### config.mk
export PLATFORM = sky130hd
export DESIGN_NAME = event_pulser
export DESIGN_NICKNAME = d
export VERILOG_FILES = /design/src/rtl/event_pulser_pkg.sv /design/src/rtl/pulser_patmem.sv /design/src/rtl/pulser_fifo.sv /design/src/rtl/pulser_latcnt.sv /design/src/rtl/pulser_seq.sv /design/src/rtl/event_pulser.sv
export SDC_FILE = /design/constraint.sdc
export NUM_CORES = 2
export LEC_CHECK = 0
export BUFFER_PORTS_ARGS = -buffer_cell sky130_fd_sc_hd__buf_2
export CAP_MARGIN = 20
export CELL_PAD_IN_SITES_DETAIL_PLACEMENT = 1
export CELL_PAD_IN_SITES_GLOBAL_PLACEMENT = 1
export CORE_UTILIZATION = 60
export CTS_BUF_LIST = sky130_fd_sc_hd__clkbuf_4 sky130_fd_sc_hd__clkbuf_8
export CTS_CLUSTER_DIAMETER = 120
export DETAILED_ROUTE_END_ITERATION = 8
export PLACE_DENSITY = 0.91
export SLEW_MARGIN = 30
export SYNTH_ARGS = -nofsm -noshare
export SYNTH_HDL_FRONTEND = slang
export SYNTH_SLANG_ARGS = --single-unit
export TNS_END_PERCENT = 30
### constraint.sdc
create_clock -name clk -period 7.68 [get_ports clk]
set_input_delay 0.768 -clock clk [delete_from_list [all_inputs] [get_ports clk]]
set_output_delay 0.768 -clock clk [all_outputs]
set_load 0.02 [all_outputs]
### src/rtl/event_pulser_pkg.sv
package event_pulser_pkg;

    localparam int PAYLOAD_W = 32;
    localparam int WORD_W    = 36;
    localparam int HDR_BIT   = 35;
    localparam int TRL_BIT   = 34;
    localparam int GAP_BIT   = 33;
    localparam int RSV_BIT   = 32;

    typedef enum logic [2:0] {
        ST_IDLE   = 3'd0,
        ST_ACCEPT = 3'd1,
        ST_HEADER = 3'd2,
        ST_COPY   = 3'd3,
        ST_WAIT   = 3'd4,
        ST_OUTPUT = 3'd5,
        ST_DONE   = 3'd6
    } seq_state_e;

    typedef struct packed {
        logic                 gap;
        logic [PAYLOAD_W-1:0] payload;
    } fifo_word_t;

endpackage

### src/rtl/pulser_patmem.sv
module pulser_patmem
    import event_pulser_pkg::*;
#(
    parameter int AW = 6
) (
    input  logic              clk,
    input  logic              we,
    input  logic [AW-1:0]     waddr,
    input  logic [WORD_W-1:0] wdata,
    input  logic [AW-1:0]     raddr,
    output logic [WORD_W-1:0] rdata
);
    localparam int WORDS = 1 << AW;

    logic [WORD_W-1:0] mem_q [WORDS];
    logic [WORD_W-1:0] rdata_q;

    // synchronous read, one cycle latency; storage carries no reset
    always_ff @(posedge clk) begin
        if (we) begin
            mem_q[waddr] <= wdata;
        end
        rdata_q <= mem_q[raddr];
    end

    assign rdata = rdata_q;

endmodule

### src/rtl/pulser_fifo.sv
module pulser_fifo
    import event_pulser_pkg::*;
#(
    parameter int PTR_W = 4
) (
    input  logic       clk,
    input  logic       rst_n,
    input  logic       push,
    input  fifo_word_t wdata,
    input  logic       pop,
    output fifo_word_t rdata,
    output logic       empty,
    output logic       full
);
    localparam int DEPTH = 1 << PTR_W;

    typedef struct packed {
        logic [PTR_W-1:0] wr_ptr;
        logic [PTR_W-1:0] rd_ptr;
        logic [PTR_W:0]   count;
    } fifo_regs_t;

    fifo_regs_t ptr_d, ptr_q;
    fifo_word_t store_q [DEPTH];

    logic do_push, do_pop;

    always_comb begin
        ptr_d   = ptr_q;
        do_push = push && (ptr_q.count != (PTR_W+1)'(DEPTH));
        do_pop  = pop && (ptr_q.count != '0);
        if (do_push) begin
            ptr_d.wr_ptr = ptr_q.wr_ptr + 1'b1;
        end
        if (do_pop) begin
            ptr_d.rd_ptr = ptr_q.rd_ptr + 1'b1;
        end
        case ({do_push, do_pop})
            2'b10:   ptr_d.count = ptr_q.count + 1'b1;
            2'b01:   ptr_d.count = ptr_q.count - 1'b1;
            default: ptr_d.count = ptr_q.count;
        endcase
    end

    always_ff @(posedge clk or negedge rst_n) begin
        if (!rst_n) begin
            ptr_q <= '0;
        end else begin
            ptr_q <= ptr_d;
        end
    end

    always_ff @(posedge clk) begin
        if (do_push) begin
            store_q[ptr_q.wr_ptr] <= wdata;
        end
    end

    assign rdata = store_q[ptr_q.rd_ptr];
    assign empty = (ptr_q.count == '0);
    assign full  = (ptr_q.count == (PTR_W+1)'(DEPTH));

endmodule

### src/rtl/pulser_latcnt.sv
module pulser_latcnt #(
    parameter int LAT_W = 16
) (
    input  logic             clk,
    input  logic             rst_n,
    input  logic             start,
    input  logic             load,
    input  logic [LAT_W-1:0] lat_i,
    output logic             reached_o
);
    typedef struct packed {
        logic [LAT_W-1:0] cnt;
        logic [LAT_W-1:0] lat;
        logic             armed;
    } lat_regs_t;

    lat_regs_t lat_d, lat_q;

    always_comb begin
        lat_d = lat_q;
        if (start) begin
            lat_d.cnt   = '0;
            lat_d.armed = 1'b0;
        end else if (lat_q.cnt != '1) begin
            lat_d.cnt = lat_q.cnt + 1'b1;
        end
        if (load) begin
            lat_d.lat   = lat_i;
            lat_d.armed = 1'b1;
        end
    end

    always_ff @(posedge clk or negedge rst_n) begin
        if (!rst_n) begin
            lat_q <= '0;
        end else begin
            lat_q <= lat_d;
        end
    end

    assign reached_o = lat_q.armed && (lat_q.cnt >= lat_q.lat);

endmodule

### src/rtl/pulser_seq.sv
module pulser_seq
    import event_pulser_pkg::*;
#(
    parameter int REGION_AW = 4,
    parameter int LAT_W     = 16
) (
    input  logic                   clk,
    input  logic                   rst_n,
    input  logic                   accept_i,
    input  logic [1:0]             buf_i,
    output logic [REGION_AW+1:0]   mem_raddr_o,
    input  logic [WORD_W-1:0]      mem_rdata_i,
    output logic                   lat_start_o,
    output logic                   lat_load_o,
    output logic [LAT_W-1:0]       lat_value_o,
    input  logic                   lat_reached_i,
    output logic                   fifo_push_o,
    output fifo_word_t             fifo_wdata_o,
    output logic                   fifo_pop_o,
    input  fifo_word_t             fifo_rdata_i,
    input  logic                   fifo_empty_i,
    output logic [PAYLOAD_W-1:0]   tx_data_o,
    output logic                   tx_enable_o,
    output logic                   tx_strobe_o,
    output logic [PAYLOAD_W-1:0]   expect_o,
    output logic                   expect_valid_o,
    output logic                   busy_o,
    output logic                   overrun_o
);
    typedef struct packed {
        seq_state_e             state;
        logic [1:0]             bufn;
        logic [REGION_AW-1:0]   rd_idx;
        logic                   rd_last;
        logic [PAYLOAD_W-1:0]   expect_w;
        logic                   expect_valid;
        logic                   overrun;
        logic [PAYLOAD_W-1:0]   tx_data;
        logic                   tx_en;
        logic                   tx_strobe;
    } seq_regs_t;

    seq_regs_t s_d, s_q;

    logic draining;
    logic pop;
    logic unused_flags;

    assign unused_flags = ^{mem_rdata_i[HDR_BIT], mem_rdata_i[RSV_BIT]};

    always_comb begin
        s_d          = s_q;
        lat_start_o  = 1'b0;
        lat_load_o   = 1'b0;
        fifo_push_o  = 1'b0;
        fifo_wdata_o = '{gap: mem_rdata_i[GAP_BIT],
                         payload: mem_rdata_i[PAYLOAD_W-1:0]};

        // read pipeline: address issued now, word returns next cycle
        s_d.rd_idx  = s_q.rd_idx + 1'b1;
        s_d.rd_last = (s_q.rd_idx == '1);

        // output side: one FIFO word per slot once latency is met
        draining = (s_q.state == ST_COPY) || (s_q.state == ST_WAIT) ||
                   (s_q.state == ST_OUTPUT);
        pop = draining && lat_reached_i && !fifo_empty_i;
        s_d.tx_en     = pop;
        s_d.tx_strobe = pop && !fifo_rdata_i.gap;
        s_d.tx_data   = (pop && !fifo_rdata_i.gap) ? fifo_rdata_i.payload : '0;

        if (accept_i && (s_q.state != ST_IDLE)) begin
            s_d.overrun = 1'b1;
        end

        unique case (s_q.state)
            ST_IDLE: begin
                s_d.rd_idx = '0;
                if (accept_i) begin
                    s_d.bufn         = buf_i;
                    s_d.state        = ST_ACCEPT;
                    s_d.expect_valid = 1'b0;
                    s_d.expect_w     = '0;
                    lat_start_o      = 1'b1;
                end
            end
            ST_ACCEPT: begin
                s_d.state = ST_HEADER;
            end
            ST_HEADER: begin
                lat_load_o = 1'b1;
                s_d.state  = ST_COPY;
            end
            ST_COPY: begin
                if (mem_rdata_i[TRL_BIT] || s_q.rd_last) begin
                    s_d.expect_w     = mem_rdata_i[PAYLOAD_W-1:0];
                    s_d.expect_valid = 1'b1;
                    s_d.state        = ST_WAIT;
                end else begin
                    fifo_push_o = 1'b1;
                end
            end
            ST_WAIT: begin
                if (lat_reached_i) begin
                    s_d.state = ST_OUTPUT;
                end
            end
            ST_OUTPUT: begin
                if (fifo_empty_i) begin
                    s_d.state = ST_DONE;
                end
            end
            ST_DONE: begin
                s_d.state = ST_IDLE;
            end
            default: begin
                s_d.state = ST_IDLE;
            end
        endcase
    end

    always_ff @(posedge clk or negedge rst_n) begin
        if (!rst_n) begin
            s_q <= '0;
        end else begin
            s_q <= s_d;
        end
    end

    assign mem_raddr_o    = {s_q.bufn, s_q.rd_idx};
    assign lat_value_o    = mem_rdata_i[LAT_W-1:0];
    assign fifo_pop_o     = pop;
    assign tx_data_o      = s_q.tx_data;
    assign tx_enable_o    = s_q.tx_en;
    assign tx_strobe_o    = s_q.tx_strobe;
    assign expect_o       = s_q.expect_w;
    assign expect_valid_o = s_q.expect_valid;
    assign busy_o         = (s_q.state != ST_IDLE);
    assign overrun_o      = s_q.overrun;

endmodule

### src/rtl/event_pulser.sv
module event_pulser
    import event_pulser_pkg::*;
#(
    parameter int REGION_AW = 4,
    parameter int LAT_W     = 16
) (
    input  logic                  clk,
    input  logic                  rst_n,
    input  logic                  wr_en_i,
    input  logic [REGION_AW+1:0]  wr_addr_i,
    input  logic [35:0]           wr_data_i,
    input  logic                  accept_i,
    input  logic [1:0]            buf_i,
    output logic [31:0]           tx_data_o,
    output logic                  tx_enable_o,
    output logic                  tx_strobe_o,
    output logic [31:0]           expect_o,
    output logic                  expect_valid_o,
    output logic                  busy_o,
    output logic                  overrun_o
);
    localparam int MEM_AW = REGION_AW + 2;

    logic [MEM_AW-1:0] mem_raddr;
    logic [WORD_W-1:0] mem_rdata;
    logic              mem_we;
    logic              lat_start, lat_load, lat_reached;
    logic [LAT_W-1:0]  lat_value;
    logic              fifo_push, fifo_pop, fifo_empty, fifo_full;
    fifo_word_t        fifo_wdata, fifo_rdata;
    logic              busy;

    assign mem_we = wr_en_i && !busy;
    assign busy_o = busy;

    pulser_patmem #(.AW(MEM_AW)) u_mem (
        .clk   (clk),
        .we    (mem_we),
        .waddr (wr_addr_i),
        .wdata (wr_data_i),
        .raddr (mem_raddr),
        .rdata (mem_rdata)
    );

    pulser_fifo #(.PTR_W(REGION_AW)) u_fifo (
        .clk   (clk),
        .rst_n (rst_n),
        .push  (fifo_push),
        .wdata (fifo_wdata),
        .pop   (fifo_pop),
        .rdata (fifo_rdata),
        .empty (fifo_empty),
        .full  (fifo_full)
    );

    pulser_latcnt #(.LAT_W(LAT_W)) u_lat (
        .clk       (clk),
        .rst_n     (rst_n),
        .start     (lat_start),
        .load      (lat_load),
        .lat_i     (lat_value),
        .reached_o (lat_reached)
    );

    pulser_seq #(.REGION_AW(REGION_AW), .LAT_W(LAT_W)) u_seq (
        .clk            (clk),
        .rst_n          (rst_n),
        .accept_i       (accept_i),
        .buf_i          (buf_i),
        .mem_raddr_o    (mem_raddr),
        .mem_rdata_i    (mem_rdata),
        .lat_start_o    (lat_start),
        .lat_load_o     (lat_load),
        .lat_value_o    (lat_value),
        .lat_reached_i  (lat_reached),
        .fifo_push_o    (fifo_push),
        .fifo_wdata_o   (fifo_wdata),
        .fifo_pop_o     (fifo_pop),
        .fifo_rdata_i   (fifo_rdata),
        .fifo_empty_i   (fifo_empty),
        .tx_data_o      (tx_data_o),
        .tx_enable_o    (tx_enable_o),
        .tx_strobe_o    (tx_strobe_o),
        .expect_o       (expect_o),
        .expect_valid_o (expect_valid_o),
        .busy_o         (busy),
        .overrun_o      (overrun_o)
    );

endmodule

Word-level counts from Yosys, hierarchy flattened
Memory sizes are Yosys's and may differ from the RTL's. A register that Yosys moved wholly into a read port is not among the register bits.
Index checks and enable logic that the tools add are counted.

storage, ports and cells
  register bits = 124
  RAM bits = 2832
  input bits = 48
  output and inout port bits = 69
  logic and storage cells = 88
  memories kept = 2

operators by class
  add/sub/neg operators = 6
  order comparisons = 1
  equality and inequality tests = 14
  multiplexer cells = 24
  reductions and logical operators = 25

memories
  name            depth  bits a word  read ports  clocked after Yosys merged registers in  write ports  RTL line             RTL
  u_mem.mem_q     64     36           1           1                                        1            pulser_patmem.sv:15  logic [WORD_W-1:0] mem_q [WORDS];
  u_fifo.store_q  16     33           1           0                                        1            pulser_fifo.sv:24    fifo_word_t store_q [DEPTH];

operator list
  kind                   count
  $mux 33                2
  $pmux 33 s2            1
  $mux 16                2
  $mux 32                1
  $pmux 3 s6             1
  $add 16x1->16 const B  1
  $ge 16x16->1           1
  $ne 16x16->1 const B   1
  $add 4x1->4 const B    3
  $mux 1                 11
  $pmux 5 s2             1
  $mux 3                 3
  $logic_and 1x1->1      8
  $reduce_bool 2->1      4
  $eq 3x2->1 const B     2
  $eq 3x3->1 const B     2
  $add 5x1->5 const B    1
  $logic_not 5->1        1
  $mux 5                 1
  $ne 5x5->1 const B     1
  $reduce_bool 5->1      1
  $sub 5x1->5 const B    1
  $eq 4x4->1 const B     1
  $mux 4                 1
  12 further kinds       18

Logic depth before layout (Yosys ltp)
  depth in word-level cells = 8
  gate-level depth with buffers = 16
  mapped depth without buffers = 16

By module
A second synthesis with hierarchy kept.

unflattened totals
  cells, all modules = 5334
  area, all modules = 114972.8 um2

by module, submodules not included
  module         instances  cells each  area each (um2)  sequential area each (um2)
  pulser_patmem  1          3780        87973.1          69907.0
  pulser_fifo    1          1036        21406.8          16180.5
  pulser_seq     1          314         3678.5           1951.9
  pulser_latcnt  1          203         1900.6           825.8
  event_pulser   1          1           13.8             0.0

Least setup slack after synthesis
Ideal clock, no wire load.

  kind = flip-flop to flip-flop
  start point = register u_seq.s_q[77] in the netlist's numbering
  end point = memory u_fifo.store_q[1][0] in the netlist's numbering, enable pin
  arrival = 4697 ps
  data required time = 7174 ps
  path slack = 2477 ps
  cell stages (with the launch flop) = 6
  path buffers = 0
  clock period less this slack = 5203 ps
  cells stage by stage = dfrtp_1 -> nand3b_1 -> or3_1 -> a21oi_1 -> inv_1 -> nor4_1

between the ends
  longest elaborated chain between the ends = 5

ends and longest elaborated chain
  element                       RTL line           RTL
  start: declaration            pulser_seq.sv:43   seq_regs_t s_d, s_q;
  start signal: assignment      pulser_seq.sv:123  s_q <= '0;
  start signal: assignment      pulser_seq.sv:125  s_q <= s_d;
  $eq 3x2->1                    pulser_seq.sv:75   unique case (s_q.state)
  $mux 1                        pulser_seq.sv:75
  $logic_and 1x1->1             pulser_fifo.sv:30  do_push = push && (ptr_q.count != (PTR_W+1)'(DEPTH));
  $mux 1                        pulser_fifo.sv:54  if (do_push) begin
  $mux 1 (not written as such)  pulser_fifo.sv:55  store_q[ptr_q.wr_ptr] <= wdata;
  end: declaration              pulser_fifo.sv:24

No other way between the ends.

Worst setup path after layout
  start point = register u_lat.lat_q[17] in the netlist's numbering
  end point = register u_fifo.ptr_q[4] in the netlist's numbering

between the ends
  longest elaborated chain between the ends = 7
  elaborated cells between the ends (all ways) = 9
  those cells by class = order compare (1); eq/ne (2); mux (1); reduce/logical (5)

ends and longest elaborated chain
  element                                          RTL line             RTL
  start: declaration                               pulser_latcnt.sv:17  lat_regs_t lat_d, lat_q;
  start signal: assignment                         pulser_latcnt.sv:37  lat_q <= lat_d;
  $ge 16x16->1 *                                   pulser_latcnt.sv:41  assign reached_o = lat_q.armed && (lat_q.cnt >= lat_q.lat);
  $logic_and 1x1->1 *                              pulser_latcnt.sv:41
  $logic_and 1x1->1 * (2 in a row)                 pulser_seq.sv:66     pop = draining && lat_reached_i && !fifo_empty_i;
  $logic_and 1x1->1 *                              pulser_fifo.sv:31    do_pop = pop && (ptr_q.count != '0);
  $eq 2x1->1 or $eq 2x2->1 (tied branches)         pulser_fifo.sv:38    case ({do_push, do_pop})
  $pmux 5 s2 or $reduce_bool 2->1 (tied branches)  --
  end signal: assignment                           pulser_fifo.sv:49    ptr_q <= ptr_d;
  end: declaration                                 pulser_fifo.sv:23    fifo_regs_t ptr_d, ptr_q;

Mark *: on every way between the ends. The rest lies on a longest branch, timed or not.
A chain may end at the register's enable or synchronous reset.

==> flow_summary.ini <==
[logic_synthesis]
avgSynthCellArea_um2 = 23.8
yosysSeqAreaShare_pct = 77.9
synth.net_count = 4664
synth_cell_types = 52
ys.flop_type = edfxtp_1
synth_area_um2 = 109000
synth_top_area_share_pct = 74.5
ys_warn_count = 0
synthArstFlopShare_pct = 4.33
ys_seq_elements = 2862
synth_largest_area_cell = edfxtp_1
synth_edf_count = 2704
synthTopCellsByArea = edfxtp_1 (74%), mux4_2 (18%), dfrtp_1 (2.8%)
syn_inst = 4590

[detailed_routing]
drt-total-wl_mm = 389
vias_per_cell = 7.93
detail_route.first_pass.iterations = 6
wl_per_cell_um = 50.4
antenna_left = 0
drc = 0
via_count = 61189
detail_route.iter0.violations = 11650

[worst_hold_path]
hold_class = primary input to flip-flop
hold_path_end = u_mem.mem_q[40][15]
hold_depth = 1
hold_start = wr_data_i[15]

[power_and_ir_drop]
cellPowerDensity_nw_per_um2 = 358
vdd_ir_drop_max_uv = 368
p_leak_nw = 38.3

[timing]
worst_clock_skew_ns = 0.118
finalHoldViolCount = 0
final.setup.tns_ns = 0
maxSlewViolCount = 0
slew_headroom_pct = 19.5
layout_worst_path_cycle_share_pct = 64.8
fin_crit_ns = 4.98
tightest_slew_ns = 1.21
rsz0062_at_grt = false
fmax_mhz = 201
finalSetupViolCount = 0

[layout]
mostFrequentLayoutCells = edfxtp_1 (2704), mux4_2 (853), clkbuf_8 (457)
final_common_cell = edfxtp_1
final_cell_area_um2 = 121000
nets = 5055
drive_gt1_share_pct = 35.4
area_delta_synth_final_pct = 11.2

[global_routing]
antenna_found_initial = 40
grt_max_degree = 125
grt_pass1_wl_mm = 493
track_usage_pct = 39.6
overflow = 0
grt_pass1_vias = 60460

[critical_path]
path_max_fanout = 7
critPathLaunchType = flip-flop
reg2reg_depth = 16
cp.required_ns = 8.70
arrival_ns = 6.00
crit_type = flip-flop to flip-flop
rr_startpoint = u_lat.lat_q[17]
startpoint = u_lat.lat_q[17]
r2r_end = u_fifo.ptr_q[4]
ff2ff_setup_slack_ns = 2.70
end_kind = flip-flop

[place]
hpwl_mm = 170
placed_cell_area_um2 = 113000
gp_congestion = 0.789
portBuffers = 114

[floorplan]
die_w_um = 428
dieArea_um2 = 183000
ioPinCount = 117
initial_core_util_pct = 60.4
rows = 156
die_h_um = 428
core_um2 = 181000

[clock_network]
post_cts_buffers = 0
clk_latency_ns = 1.20
cts-buffers-inserted = 438
htree_levels = 5
cts_tree = yes
cts_max_path_buffers = 4
clock-sinks = 2862
cts.reportedPaths.clkPinSlew_ns = 0.08
cts_root_buf = clkbuf_8

[run_status]
status = complete, no violations

[job]
drv_cap = 0
==> sequential cells by signal (all words and copies together), names as in the netlist <==
name                  cells
u_fifo.store_q          528
u_seq.expect_valid_o      1
u_seq.tx_strobe_o         1
u_fifo.ptr_q             13
u_seq.expect_o           32
u_seq.tx_enable_o         1
u_seq.overrun_o           1
u_mem.rdata              34
u_seq.tx_data_o          32
u_mem.mem_q            2176
u_seq.mem_raddr_o         6
u_seq.s_q                 4
u_lat.lat_q              33
==> worst max-delay path by stage <==
stage                           end  slack, ns  cells after the start
2_1_floorplan  u_fifo.store_q[1][0]       2.48                      5
3_3_place_gp        u_fifo.ptr_q[4]       3.67                     16
3_5_place_dp        u_fifo.ptr_q[4]       3.36                     16
4_1_cts             u_fifo.ptr_q[4]       2.99                     16
5_1_grt             u_fifo.ptr_q[4]       2.53                     16
6_report            u_fifo.ptr_q[4]       2.70                     16
==> per-stage QoR <==
step	setup slack, ns	hold slack (ns)	total power [mW]	instances	utilization [%]
final	2.70	0.132	43.4	7716	67.2
after floorplan	2.48	0.450	25.4	4590	-
after CTS	2.99	0.234	42.2	7689	67.1
after global routing	2.53	0.126	43.8	7700	67.2
after global placement	3.67	0.434	28.0	6903	62.4
after detailed placement	3.36	0.481	28.8	6904	62.4
==> worst max-delay path, stage by stage, from the launching register on <==
cell	delay, ns
dfrtp_1	0.45
inv_1	0.14
ha_1	0.32
nand2b_1	0.16
a2111oi_0	0.40
o21ai_0	0.25
a2111oi_2	0.71
nor2_1	0.32
ha_1	0.40
ha_1	0.41
a31oi_1	0.26
a2bb2oi_1	0.27
nor2_1	0.11
a31oi_1	0.28
nand3_1	0.12
nand2_1	0.13
xnor2_1	0.12
==> what timing repair did <==
| item | in CTS | in global routing |
|---|---|---|
| hold endpoints to repair | 78 | 0 |
| hold buffers | 4 | 0 |
| resized for setup | 0 | 0 |
==> synthesized netlist by cell type, drive strengths merged, types with 2 or more instances <==
cell / number
buf: 178
nand2b: 4
and2: 8
o211ai: 2
nand3b: 5
nand4: 7
o22ai: 6
nor3: 9
nor3b: 2
and4: 2
xnor2: 13
clkbuf: 117
nand2: 119
a211oi: 3
o21a: 2
a21oi: 20
a21o: 6
nor2: 107
nor2b: 37
or3b: 2
dfrtp: 124
mux2: 8
xor2: 13
dfxtp: 34
nand3: 13
mux4: 853
o32ai: 3
o21ai: 65
or3: 5
a2111oi: 3
edfxtp: 2704
o221ai: 7
inv: 29
nor4: 6
mux2i: 26
a31oi: 7
ha: 26
and3: 6
==> kinds of logic after synthesis <==
family / count (synthesis) / share of synthesized area, %
fa+ha+maj: 26 / 0.298
xor+xnor: 26 / 0.209
buf+inv: 324 / 1.51
mux: 887 / 17.9
simple gates: 333 / 1.38
flops: 2862 / 77.9
compound gates: 132 / 0.735
==> report_power, final <==
group | total, mW | switching [mW] | internal, mW
Combinational | 10.9 | 6.22 | 4.64
Sequential | 19.1 | 1.17 | 17.9
Clock | 13.5 | 7.11 | 6.37
Total | 43.4 | 14.5 | 28.9
==> routing by layer <==
| layer | part of all wire, % | track usage (%) | up-vias |
|---|---|---|---|
| met5 | 0.089 | 0.0260 | - |
| met4 | 8.6 | 25.7 | 40 |
| met3 | 14 | 9.38 | 2041 |
| met2 | 48 | 64.6 | 7697 |
| met1 | 29 | 47.7 | 31153 |
| li1 | - | - | 20258 |
==> cell type report <==
class | count | area (um^2)
tap | 2370 | 2970
inverter | 29 | 116
sequential | 2862 | 85000
timing repair buffer | 246 | 1840
multi-input combinational | 1404 | 23000
clock inverter | 182 | 932
clock buffer | 599 | 7360
fill | 13710 | 59200
antenna | 24 | 60.1
No activity file was read; power rests on OpenSTA's default activity.
